===== config.mk =====
export PLATFORM = sky130hd
export DESIGN_NAME = tonegen_top
export DESIGN_NICKNAME = d
export VERILOG_FILES = /design/src/rtl/tonegen_pkg.sv /design/src/rtl/tonegen_ctrl.sv /design/src/rtl/tonegen_dp.sv /design/src/rtl/tonegen_top.sv
export SDC_FILE = /design/constraint.sdc
export NUM_CORES = 1
export LEC_CHECK = 0
export ABC_AREA = 1
export CAP_MARGIN = 20
export CORE_ASPECT_RATIO = 1.75
export CORE_UTILIZATION = 52
export DETAILED_ROUTE_END_ITERATION = 10
export PLACE_DENSITY = 0.69
export REMOVE_ABC_BUFFERS = 1
export SLEW_MARGIN = 10
export SYNTH_ARGS = -nofsm -noshare
export SYNTH_HDL_FRONTEND = slang
export SYNTH_SLANG_ARGS = --single-unit

===== constraint.sdc =====
create_clock -name clk -period 2.8 [get_ports clk]
set_input_delay 0.28 -clock clk [delete_from_list [all_inputs] [get_ports clk]]
set_output_delay 0.28 -clock clk [all_outputs]
set_load 0.01 [all_outputs]

===== src/rtl/tonegen_pkg.sv =====
package tonegen_pkg;

  localparam int DIV_W       = 16;
  localparam int DATA_W      = 8;
  localparam int PRESCALE    = 4;
  localparam int NUM_PRESETS = 4;
  localparam int SEL_W       = $clog2(NUM_PRESETS);
  localparam int FRAME_BITS  = DATA_W + 2;

  localparam logic [DATA_W-1:0] TONE_BYTE = 8'h55;

  // Strobes from control to datapath
  typedef struct packed {
    logic clearLine;
    logic loadFrame;
    logic shiftBit;
    logic refill;
  } txStrobe_t;

  function automatic logic [DIV_W-1:0] presetDiv(input logic [SEL_W-1:0] sel);
    logic [DIV_W-1:0] d;
    case (sel)
      2'd0:    d = DIV_W'(50);
      2'd1:    d = DIV_W'(47);
      2'd2:    d = DIV_W'(45);
      default: d = DIV_W'(42);
    endcase
    return d;
  endfunction

endpackage


===== src/rtl/tonegen_ctrl.sv =====
module tonegen_ctrl
  import tonegen_pkg::*;
(
  input  logic             clk,
  input  logic             rstN,
  input  logic             en,
  input  logic [SEL_W-1:0] freqSel,
  input  logic             holdFull,
  output txStrobe_t        strobe,
  output logic             busy,
  output logic             bitTick
);

  localparam int CNT_W = DIV_W + $clog2(PRESCALE) + 1;
  localparam int IDX_W = $clog2(FRAME_BITS);

  logic [DIV_W-1:0] activeDiv;
  logic [CNT_W-1:0] cycleCnt;
  logic [CNT_W-1:0] periodLast;
  logic [IDX_W-1:0] bitIdx;
  logic             frameEnd;

  // Last count of a bit period: PRESCALE*(N+1)-1
  assign periodLast = CNT_W'(PRESCALE) * (CNT_W'(activeDiv) + CNT_W'(1)) - CNT_W'(1);
  assign bitTick    = busy && (cycleCnt == periodLast);
  assign frameEnd   = bitTick && (bitIdx == IDX_W'(FRAME_BITS - 1));

  always_comb begin
    strobe.clearLine = !en;
    strobe.loadFrame = en && holdFull && (!busy || frameEnd);
    strobe.shiftBit  = en && bitTick && !frameEnd;
    strobe.refill    = !holdFull;
  end

  always_ff @(posedge clk or negedge rstN) begin
    if (!rstN) begin
      busy      <= 1'b0;
      cycleCnt  <= '0;
      bitIdx    <= '0;
      activeDiv <= presetDiv('0);
    end else if (!en) begin
      busy      <= 1'b0;
      cycleCnt  <= '0;
      bitIdx    <= '0;
      activeDiv <= presetDiv(freqSel);
    end else if (!busy) begin
      activeDiv <= presetDiv(freqSel);
      cycleCnt  <= '0;
      bitIdx    <= '0;
      busy      <= holdFull;
    end else if (bitTick) begin
      cycleCnt  <= '0;
      activeDiv <= presetDiv(freqSel);
      if (frameEnd) begin
        bitIdx <= '0;
        busy   <= holdFull;
      end else begin
        bitIdx <= bitIdx + IDX_W'(1);
      end
    end else begin
      cycleCnt <= cycleCnt + CNT_W'(1);
    end
  end

endmodule


===== src/rtl/tonegen_dp.sv =====
module tonegen_dp
  import tonegen_pkg::*;
(
  input  logic      clk,
  input  logic      rstN,
  input  txStrobe_t strobe,
  output logic      holdFull,
  output logic      txLine
);

  logic [DATA_W-1:0]     holdData;
  logic [FRAME_BITS-1:0] shiftReg;

  // Holding register: refilled with the fixed byte whenever it empties
  always_ff @(posedge clk or negedge rstN) begin
    if (!rstN) begin
      holdData <= TONE_BYTE;
      holdFull <= 1'b1;
    end else if (strobe.loadFrame) begin
      holdFull <= 1'b0;
    end else if (strobe.refill) begin
      holdData <= TONE_BYTE;
      holdFull <= 1'b1;
    end
  end

  // Shift register, bit 0 drives the line; ones shift in behind
  always_ff @(posedge clk or negedge rstN) begin
    if (!rstN) begin
      shiftReg <= '1;
    end else if (strobe.clearLine) begin
      shiftReg <= '1;
    end else if (strobe.loadFrame) begin
      shiftReg <= {1'b1, holdData, 1'b0};
    end else if (strobe.shiftBit) begin
      shiftReg <= {1'b1, shiftReg[FRAME_BITS-1:1]};
    end
  end

  assign txLine = shiftReg[0];

endmodule


===== src/rtl/tonegen_top.sv =====
module tonegen_top
  import tonegen_pkg::*;
(
  input  logic       clk,
  input  logic       rstN,
  input  logic       en,
  input  logic [1:0] freqSel,
  output logic       txLine,
  output logic       bitTick
);

  txStrobe_t strobe;
  logic      holdFull;
  logic      busy;

  tonegen_ctrl u_ctrl (
    .clk      (clk),
    .rstN     (rstN),
    .en       (en),
    .freqSel  (freqSel),
    .holdFull (holdFull),
    .strobe   (strobe),
    .busy     (busy),
    .bitTick  (bitTick)
  );

  tonegen_dp u_dp (
    .clk      (clk),
    .rstN     (rstN),
    .strobe   (strobe),
    .holdFull (holdFull),
    .txLine   (txLine)
  );

endmodule


==> results.json, run 1 <==
{
  "synth_flop_cell": "dfrtp_1",
  "worstReg2RegEnd": "u_dp.shiftReg[2]",
  "max-vdd-ir-drop_v": 0.000596,
  "insertedDiodeCount": 0,
  "wirelength_um": 4560,
  "cts_root_buf": "clkbuf_8",
  "synth.most_common_cell": "nand2_1",
  "path_clk_slew_ns": 0.07,
  "first_iter_violations": 22,
  "critPathBufInv": 3,
  "worstRegToRegCells": 18,
  "nets": 337,
  "clock_path_buffers": 2,
  "drv_slew": 0,
  "clk-insertion-delay-late_ns": 0.29,
  "die_area_sq_um": 4710,
  "final_cell_area_sq_um": 2620,
  "cp_max_fo": 4,
  "synth_edf_count": 0,
  "drc": 0,
  "rsz0062_at_grt": "yes",
  "layout-drive-gt1-share_pct": 18.6,
  "grt_max_degree": 39,
  "io_pins": 7,
  "maxCapViolCount": 0,
  "critPathLaunchType": "register",
  "grt_use_total_pct": 22.4,
  "cts.sinks": 38,
  "power_uw": 1360,
  "synth_top_cells_by_count": "nand2_1 (79), inv_1 (48), nor2_1 (34), dfrtp_1 (26), nand3_1 (24)",
  "hp-class": "input port to asynchronous set/reset pin",
  "initial_utilization_pct": 55.0,
  "slowest_delay_ns": 0.56,
  "critPathTopFamily": "simple AND/OR/NAND/NOR gates",
  "critical_path_class": "register to output pin",
  "place_congestion": 0.813,
  "cts_tree": "done",
  "finalClockSkew_ns": 0.00515,
  "chipHeight_um": 90.1,
  "slew_headroom_pct": 45.0,
  "worstPathCellList": "ha_2 -> nand4_1 -> ha_1 -> inv_1 -> nand2_1 -> nand2_1 -> nor2_1 -> nand2_1 -> nor2_2 -> nand3_2 -> nor2_4 -> nand2_4 -> inv_4 -> buf_6",
  "overflow": 0,
  "period_minus_slack_ns": 2.66,
  "syn_area_sq_um": 2300,
  "cts-buffers-inserted": 5,
  "antenna_left": 0,
  "chipWidth_um": 52.3,
  "yosys.area.top_type_share_pct": 28.2,
  "ys_seq_elements": 38,
  "synth_top_cell_by_area": "dfrtp_1",
  "synthCells": 304,
  "hold_viol": 0,
  "htree_levels": 2,
  "finalCritPeriodShare_pct": 95.0,
  "finalSetupViolCount": 0,
  "end_kind": "output pin",
  "powerDensity_nw_per_um2": 519,
  "power.leakage_uw": 0.00126,
  "timing.rr.start": "u_ctrl.activeDiv[1]",
  "grt_pass1_wl_um": 7860,
  "synth.area.top_cells": "dfrtp_1 (28%), dfstp_2 (14%), nand2_1 (13%), inv_1 (7.8%), nor2_1 (5.5%)",
  "critPathRequiredTime_ns": 2.52,
  "place_hpwl_um": 3530,
  "stdcell_count": 372,
  "placed_cell_area_sq_um": 2430,
  "rows": 31,
  "crit_arrival_ns": 2.38,
  "core_sq_um": 4190,
  "yosysWarnings": 0,
  "dp.cells": 360,
  "timing.fmax_mhz": 376,
  "regToRegSetupSlack_ns": 0.20,
  "routedWlPerCell_um": 12.3,
  "worst-slew-pin-transition_ns": 0.825,
  "outcome": "complete, no violations",
  "drt_first_pass_iters": 6,
  "vias_per_cell": 5.15,
  "cpMaxStageDelayCell": "dfstp_2",
  "postSynth.asyncResetShare_pct": 100,
  "antenna_found_initial": 0,
  "synth_cell_types": 29,
  "critPathMostFrequentCell": "nand2_1",
  "via_count": 1917,
  "ys_seq_area_share_pct": 41.9,
  "portBuffers": 6,
  "area_delta_synth_final_pct": 13.7,
  "avgSynthCellArea_sq_um": 7.58,
  "grt_pass1_vias": 1928,
  "fillCellCount": 401
}
## stage by stage
| step | setup slack, ns | TNS, ns | util [%] | hold slack, ns |
|---|---|---|---|---|
| after global placement | -0.00887 | -0.00887 | 57.9 | 0.424 |
| final | 0.141 | 0 | 62.6 | 0.0802 |
| after CTS | 0.0129 | 0 | 61.7 | 0.108 |
| after global routing | -0.0630 | -0.286 | 62.6 | 0.152 |
| after detailed placement | -0.0480 | -0.0480 | 57.9 | 0.427 |
| after floorplan | 0.376 | 0 | - | -0.0156 |
## worst reg2reg max path: cells and delay by family, from the launching register on
family                     cells  cell delay [ns]
and+or+nand+nor               13             1.18
DFF                            1             0.56
adders and majority gates      2             0.54
buffers and inverters          3             0.27
## cells by family after synthesis
| logic type | Yosys count | synth area share (%) |
|---|---|---|
| and+or+nand+nor | 169 | 34.0 |
| xor gates and xnor gates | 10 | 3.80 |
| DFF | 38 | 41.9 |
| buffers and inverters | 58 | 10.4 |
| AOI/OAI and AO/OA | 19 | 4.51 |
| adders and majority gates | 10 | 5.43 |
## registers in the layout, indices dropped and copies added, names as in the netlist
register and count:
u_dp.holdFull 1, u_ctrl.activeDiv 4, u_ctrl.bitIdx 4, u_ctrl.cycleCnt 19
u_dp.shiftReg 9, u_ctrl.busy 1
## layer usage
metal  GRT usage, %  wire length, um  up-vias
li1               -                -      981
met1           21.8             1710      891
met2           41.1             2560       27
met3           3.72               92       18
met4           12.9              201        0
met5              0                0        -
## report_power, final
group,switching (uW),internal (uW)
combinational,112,68.1
sequential,24.7,586
clock,190,380
total,326,1030
## worst max-delay path by stage
stage / start / to / slack (ns) / cells after the start
finish: u_ctrl.activeDiv[1] / bitTick / 0.14 / 14
global route: u_ctrl.activeDiv[1] / bitTick / -0.06 / 16
CTS: u_ctrl.activeDiv[1] / bitTick / 0.01 / 16
detailed placement: u_ctrl.activeDiv[1] / bitTick / -0.05 / 16
global placement: u_ctrl.activeDiv[1] / bitTick / -0.009 / 16
floorplan: u_ctrl.activeDiv[2] / u_ctrl.cycleCnt[11] / 0.38 / 15
## area by class of cell
type                       count  area, sq um  share of cell area, %
clock inverter                 2         60.1                   2.29
timing repair buffer          16          131                   5.01
multi-input combinational    208         1120                   42.7
clock buffer                   6         82.6                   3.15
inverter                      53          201                   7.68
tap                           49         61.3                   2.34
sequential                    38          966                   36.8
## cell usage in the layout (no fill, tap or decap), types with 3 or more instances in the layout
cell and count:
nand2_2 4, nand2_4 4, buf_4 10, nor2_1 33, xor2_1 9, dfrtp_1 26, o21ai_0 8, clkdlybuf4s50_1 4
nand2_1 78, ha_1 8, nand3_1 23, nand4_1 11, nor3_1 6, clkbuf_8 6, inv_2 6, inv_1 46
nor2_2 3, dfstp_2 12, a21oi_1 4, o21ai_1 3
## repair_timing
action                                  4_1_cts  5_1_grt
hold buffers                                  0        0
endpoints found under the setup margin        1       15
setup buffers                                 2        2
gates resized for setup                       4       10
pin swaps                                     3        7
Power figures use the tool's default switching activity.
==> inputs of run 2 (changes only) <==
--- a/config.mk
+++ b/config.mk
@@ -5,7 +5,6 @@
 export SDC_FILE = /design/constraint.sdc
 export NUM_CORES = 1
 export LEC_CHECK = 0
-export ABC_AREA = 1
 export CAP_MARGIN = 20
 export CORE_ASPECT_RATIO = 1.75
 export CORE_UTILIZATION = 52
==> run 2 against run 1 <==
Compared with the run above:
- the flow now finishes with violations (negative setup slack)
- critical path depth down 2
- sequential power shrank 3%
- fmax decreased by 11%
- register-to-register slack lost 0.38 ns
- combinational power increased by 3%
- synthesized cell count fell by 30%
- clock-buffer cell count unchanged
- largest power group unchanged
==> results.json, run 2 <==
{
  "insertedDiodeCount": 0,
  "grt_max_degree": 39,
  "antenna_found_initial": 0,
  "drv_slew": 0,
  "top_regs": "u_ctrl.cycleCnt: 19 flops, u_dp.shiftReg: 9 flops",
  "fin_tns_setup_ns": -1.75,
  "largest_reg_flops": 19,
  "clk-insertion-delay-late_ns": 0.30,
  "grt_pass1_wl_um": 8680,
  "finalCritPeriodShare_pct": 106,
  "area_delta_synth_final_pct": 24.6,
  "period_minus_slack_ns": 2.98,
  "timing.fmax_mhz": 336,
  "rows": 30,
  "cts.sinks": 38,
  "synth_top_cells_by_count": "dfrtp_1 (26), nor2_1 (26), nand4_1 (18), xnor2_1 (17), dfstp_2 (12)",
  "via_count": 1777,
  "critPathLaunchType": "register",
  "core_sq_um": 3900,
  "cts-buffers-inserted": 5,
  "fillCellCount": 286,
  "synth_top_cell_by_area": "dfrtp_1",
  "cts_root_buf": "clkbuf_8",
  "yosys.area.top_type_share_pct": 30.3,
  "yosysWarnings": 0,
  "power.leakage_uw": 0.00104,
  "finalClockSkew_ns": 0.00926,
  "htree_levels": 2,
  "antenna_left": 0,
  "final_cell_area_sq_um": 2670,
  "outcome": "finished with violations",
  "chipWidth_um": 50.6,
  "ys_seq_area_share_pct": 45.0,
  "multi_input_area_sq_um": 1220,
  "drc": 0,
  "die_area_sq_um": 4400,
  "place_congestion": 0.855,
  "max-vdd-ir-drop_v": 0.000495,
  "cts_tree": "done",
  "maxCapViolCount": 0,
  "critical_path_class": "register to register",
  "dp.cells": 271,
  "place_hpwl_um": 3380,
  "initial_utilization_pct": 55.0,
  "layout-drive-gt1-share_pct": 30.7,
  "avgSynthCellArea_sq_um": 10.1,
  "clock_path_buffers": 2,
  "grt_pass1_vias": 1901,
  "nets": 255,
  "cp_max_fo": 5,
  "synth_edf_count": 0,
  "synth_flop_cell": "dfrtp_1",
  "path_clk_slew_ns": 0.08,
  "stdcell_count": 289,
  "routedWlPerCell_um": 17.8,
  "portBuffers": 6,
  "postSynth.asyncResetShare_pct": 100,
  "placed_cell_area_sq_um": 2320,
  "critPathRequiredTime_ns": 3.00,
  "synth_cell_types": 37,
  "overflow": 0,
  "violations": "negative setup slack",
  "first_iter_violations": 39,
  "grt_use_total_pct": 26.7,
  "synth.area.top_cells": "dfrtp_1 (30%), dfstp_2 (15%), xnor2_1 (6.9%), ha_1 (5.8%), nand4_1 (5.2%)",
  "regMostFlops": "u_ctrl.cycleCnt",
  "wirelength_um": 5160,
  "syn_area_sq_um": 2150,
  "fin_ws_ns": -0.179,
  "end_kind": "register",
  "drt_first_pass_iters": 4,
  "chipHeight_um": 87.0,
  "powerDensity_nw_per_um2": 509,
  "hold_viol": 0,
  "final_common_cell": "nor2_1",
  "worst-slew-pin-transition_ns": 0.845,
  "rsz0062_at_grt": "yes",
  "slew_headroom_pct": 43.7,
  "io_pins": 7,
  "final_util_pct": 68.5,
  "crit_arrival_ns": 3.18,
  "vias_per_cell": 6.15,
  "hp-class": "input port to asynchronous set/reset pin",
  "layout_common_cells": "nor2_1 (26), dfrtp_1 (25), buf_4 (22)",
  "synthCells": 213,
  "seq_area_sq_um": 967,
  "ys_seq_elements": 38,
  "finalSetupViolCount": 14
}
-- run 2: cell types whose count changed in the layout (fill, tap and decap cells not counted), sizes merged, moves of 4 or more --
cell,previous run,this run
buf,12,27
inv,53,9
nand2,86,8
nand3,26,7
nand4,11,18
nor2,37,26
o2111ai,0,5
o21ai,13,3
o311ai,0,4
o31ai,0,10
or4,0,4
xnor2,1,17
-- run 2: stage by stage --
stage	setup WS [ns]	power, uW	hold WS (ns)
CTS	-0.0999	1350	0.112
detailed placement	-0.290	755	0.428
finish	-0.179	1360	0.0744
global placement	-0.171	747	0.414
global route	-0.283	1410	0.152
floorplan	-0.703	683	-0.0156
-- run 2: path summary, 6_finish.rpt --
check	startpoint	endpoint	slack [ns]	cells past startpoint
setup / recovery	u_ctrl.activeDiv[1]	u_dp.shiftReg[8]	-0.18	12
hold / removal	rstN	u_ctrl.bitIdx[2]	0.07	1
setup reg to reg	u_ctrl.activeDiv[1]	u_dp.shiftReg[8]	-0.18	12
hold reg to reg	u_ctrl.cycleCnt[0]	u_ctrl.cycleCnt[0]	0.49	1
max in group asynchronous	rstN	u_ctrl.activeDiv[2]	2.13	1
min in group clk	u_ctrl.cycleCnt[0]	u_ctrl.cycleCnt[0]	0.49	1
-- run 2: cells by family (layout without fill, tap and decap cells) --
group,Yosys count,count (layout),share of synthesized area (%)
AO/OA/AOI/OAI,32,32,10.8
XOR/XNOR,27,27,11.0
adder cells (fa/ha/maj),10,10,5.83
buffers and inverters,20,48,3.91
flip-flops,38,38,45.0
multiplexers,4,4,2.04
AND/OR/NAND/NOR,82,82,21.4
-- run 2: area by class of cell --
class,count,area share (%)
multi-input combinational,155,45.7
sequential,38,36.2
timing repair buffer,31,9.31
clock buffer,6,3.09
clock inverter,2,2.25
tap,48,2.25
inverter,9,1.26
-- run 2: where the power goes --
group / switching [uW] / internal [uW] / total (uW)
sequential: 16.8 / 575 / 592
combinational: 103 / 83.5 / 186
clock: 204 / 380 / 584
total: 324 / 1040 / 1360
-- run 2: metal layers --
metal	GRT usage, %	up-vias	part of all wire (%)
met4	15.7	0	3.0
met3	5.41	19	2.9
li1	-	822	-
met1	27.2	893	38
met5	0	-	0
met2	48.6	43	56
-- run 2: critical path, cell delays in order, from the launching register on --
cell and delay (ns):
dfstp_2 0.57, buf_6 0.10, ha_2 0.21, nor3b_4 0.24
ha_4 0.23, xor2_1 0.15, nand4_1 0.12, or4_4 0.46
buf_4 0.18, nor4_4 0.29, buf_4 0.19, buf_4 0.10
a311oi_1 0.03
-- run 2: repair_timing --
action                                  in CTS  in global routing
hold buffers                                 0                  0
resized for setup                           20                 18
cloned                                       1                  0
endpoints found under the setup margin      36                 37
pin swaps                                   12                  6
buffers inserted                            11                  0
==> inputs of run 3 (changes only) <==
--- a/config.mk
+++ b/config.mk
@@ -9,7 +9,7 @@
 export CORE_ASPECT_RATIO = 1.75
 export CORE_UTILIZATION = 52
 export DETAILED_ROUTE_END_ITERATION = 10
-export PLACE_DENSITY = 0.69
+export PLACE_DENSITY = 0.72
 export REMOVE_ABC_BUFFERS = 1
 export SLEW_MARGIN = 10
 export SYNTH_ARGS = -nofsm -noshare
==> constraint.sdc (replaced) <==
create_clock -name clk -period 2.6 [get_ports clk]
set_input_delay 0.26 -clock clk [delete_from_list [all_inputs] [get_ports clk]]
set_output_delay 0.26 -clock clk [all_outputs]
set_load 0.01 [all_outputs]
==> run 3 against run 2 <==
Compared with the run above:
- the flow still finishes with violations (negative setup slack)
- fmax grew 2.7%
- critical path depth shrank 2
- total power shrank 5.6%
- via count grew 0.84%
- wire length grew 0.47%
- critical path type unchanged
==> results.json, run 3 (synthesis results as in run 2) <==
{
  "outcome": "finished with violations",
  "violations": "negative setup slack",
  "p_int_uw": 936,
  "insertedDiodeCount": 0,
  "rows": 30,
  "place_ws_ns": -0.429,
  "first_iter_violations": 82,
  "combPwrFrac_pct": 17.5,
  "rsz0062_at_grt": "yes",
  "grt_max_degree": 39,
  "io_pins": 7,
  "p_sw_share_pct": 27.2,
  "die_area_sq_um": 4400,
  "finalCritPeriodShare_pct": 112,
  "layout_common_cells": "dfrtp_1 (25), nor2_1 (24), buf_4 (22)",
  "cts-buffers-inserted": 5,
  "portBuffers": 6,
  "vias_per_cell": 6.14,
  "regToRegSetupSlack_ns": -0.30,
  "critPathLaunchType": "register",
  "powerDensity_nw_per_um2": 475,
  "hold_viol": 0,
  "finalSetupViolCount": 17,
  "end_kind": "register",
  "via_count": 1792,
  "cp.depth": 10,
  "critical_path_class": "register to register",
  "cpMaxStageDelayCell": "dfstp_2",
  "holdBufCountCts": 0,
  "place_congestion": 0.774,
  "layout-drive-gt1-share_pct": 32.4,
  "clkPwrFrac_pct": 32.7,
  "hp-class": "input port to asynchronous set/reset pin",
  "clock_path_buffers": 2,
  "grt_pass1_vias": 1795,
  "fin_ws_ns": -0.302,
  "timing.fmax_mhz": 345,
  "htree_levels": 2,
  "wirelength_um": 5180,
  "placed_cell_area_sq_um": 2370,
  "top_regs": "u_ctrl.cycleCnt: 19 flops, u_dp.shiftReg: 9 flops",
  "worstReg2RegEnd": "u_ctrl.bitIdx[1]",
  "crit_path_start": "u_ctrl.activeDiv[1]",
  "place_hpwl_um": 3320,
  "power.leakage_uw": 0.00105,
  "routedWlPerCell_um": 17.7,
  "chipHeight_um": 87.0,
  "cts_root_buf": "clkbuf_8",
  "grt_pass1_wl_um": 8180,
  "path_clk_slew_ns": 0.08,
  "drc": 0,
  "critPathBufInv": 1,
  "antenna_found_initial": 0,
  "worstRegToRegCells": 10,
  "max-vdd-ir-drop_v": 0.000393,
  "critPathTopFamily": "simple AND/OR/NAND/NOR gates",
  "dp.cells": 276,
  "stdcell_count": 292,
  "fin_tns_setup_ns": -3.34,
  "cts.sinks": 38,
  "chipWidth_um": 50.6,
  "timing.rr.start": "u_ctrl.activeDiv[1]",
  "final_common_cell": "dfrtp_1",
  "regMostFlops": "u_ctrl.cycleCnt",
  "final_cell_area_sq_um": 2710,
  "endpoint": "u_ctrl.bitIdx[1]",
  "worst-slew-pin-transition_ns": 0.756,
  "antenna_left": 0,
  "area_delta_synth_final_pct": 26.2,
  "period_minus_slack_ns": 2.90,
  "slowest_delay_ns": 0.58,
  "drt_first_pass_iters": 5,
  "slew_headroom_pct": 49.6,
  "nets": 258,
  "worstPathCellList": "ha_4 -> nand4_1 -> nor3b_2 -> ha_1 -> xor2_1 -> nand4_1 -> or4_4 -> buf_6 -> or4_4 -> a21oi_2",
  "cp_max_fo": 5,
  "finalClockSkew_ns": 0.00877,
  "grt_use_total_pct": 24.8,
  "maxCapViolCount": 0,
  "critPathRequiredTime_ns": 2.81,
  "pwr-share-seq_pct": 49.8,
  "drv_slew": 0,
  "cts_tree": "done",
  "largest_reg_flops": 19,
  "clk-insertion-delay-late_ns": 0.30,
  "initial_utilization_pct": 55.0,
  "crit_arrival_ns": 3.12,
  "overflow": 0,
  "p_sw_uw": 350,
  "core_sq_um": 3900,
  "power_uw": 1290
}
## run 3: how the worst min path moves through the flow
stage | depth (start not counted) | startpoint | endpoint
5_1_grt | 2 | rstN | u_ctrl.bitIdx[0]
6_report | 2 | rstN | u_ctrl.cycleCnt[1]
3_5_place_dp | 1 | u_ctrl.cycleCnt[0] | u_ctrl.cycleCnt[0]
4_1_cts | 2 | rstN | u_ctrl.busy
2_1_floorplan | 0 | rstN | u_ctrl.activeDiv[2]
3_3_place_gp | 1 | u_ctrl.cycleCnt[0] | u_ctrl.cycleCnt[0]
## run 3: what timing repair did
item | in CTS | in global routing
resized for setup | 20 | 28
pin swaps | 14 | 5
cloned | 1 | 0
setup buffers | 5 | 3
setup endpoints to repair | 38 | 39
endpoints found under the hold margin | 0 | 0
## run 3: routing by layer
| metal | global-route usage, % | wire [um] | vias to the layer above |
|---|---|---|---|
| met5 | 0 | 0 | - |
| met4 | 11.6 | 93 | 0 |
| met1 | 24.8 | 1890 | 912 |
| li1 | - | - | 836 |
| met3 | 5.41 | 146 | 9 |
| met2 | 47.0 | 3050 | 35 |
## run 3: layout make-up
cell class                 count  area [sq um]
multi-input combinational    155          1260
fill                         295          1200
inverter                       9          33.8
clock buffer                   7          86.3
timing repair buffer          34           290
tap                           48          60.1
sequential                    38           967
clock inverter                 1          5.00
## run 3: power groups by stage
stage / Combinational, uW / Clock [uW] / Sequential (uW)
finish: 225 / 420 / 641
CTS: 193 / 424 / 639
detailed placement: 175 / 0 / 646
global route: 242 / 450 / 643
floorplan: 90.4 / 0 / 645
global placement: 168 / 0 / 643
## run 3: per-stage QoR
step | hold WS, ns | utilization [%]
after floorplan | -0.0356 | -
after global placement | 0.459 | 60.6
after detailed placement | 0.486 | 60.6
after CTS | 0.411 | 65.7
after global routing | 0.438 | 69.4
final | 0.394 | 69.4
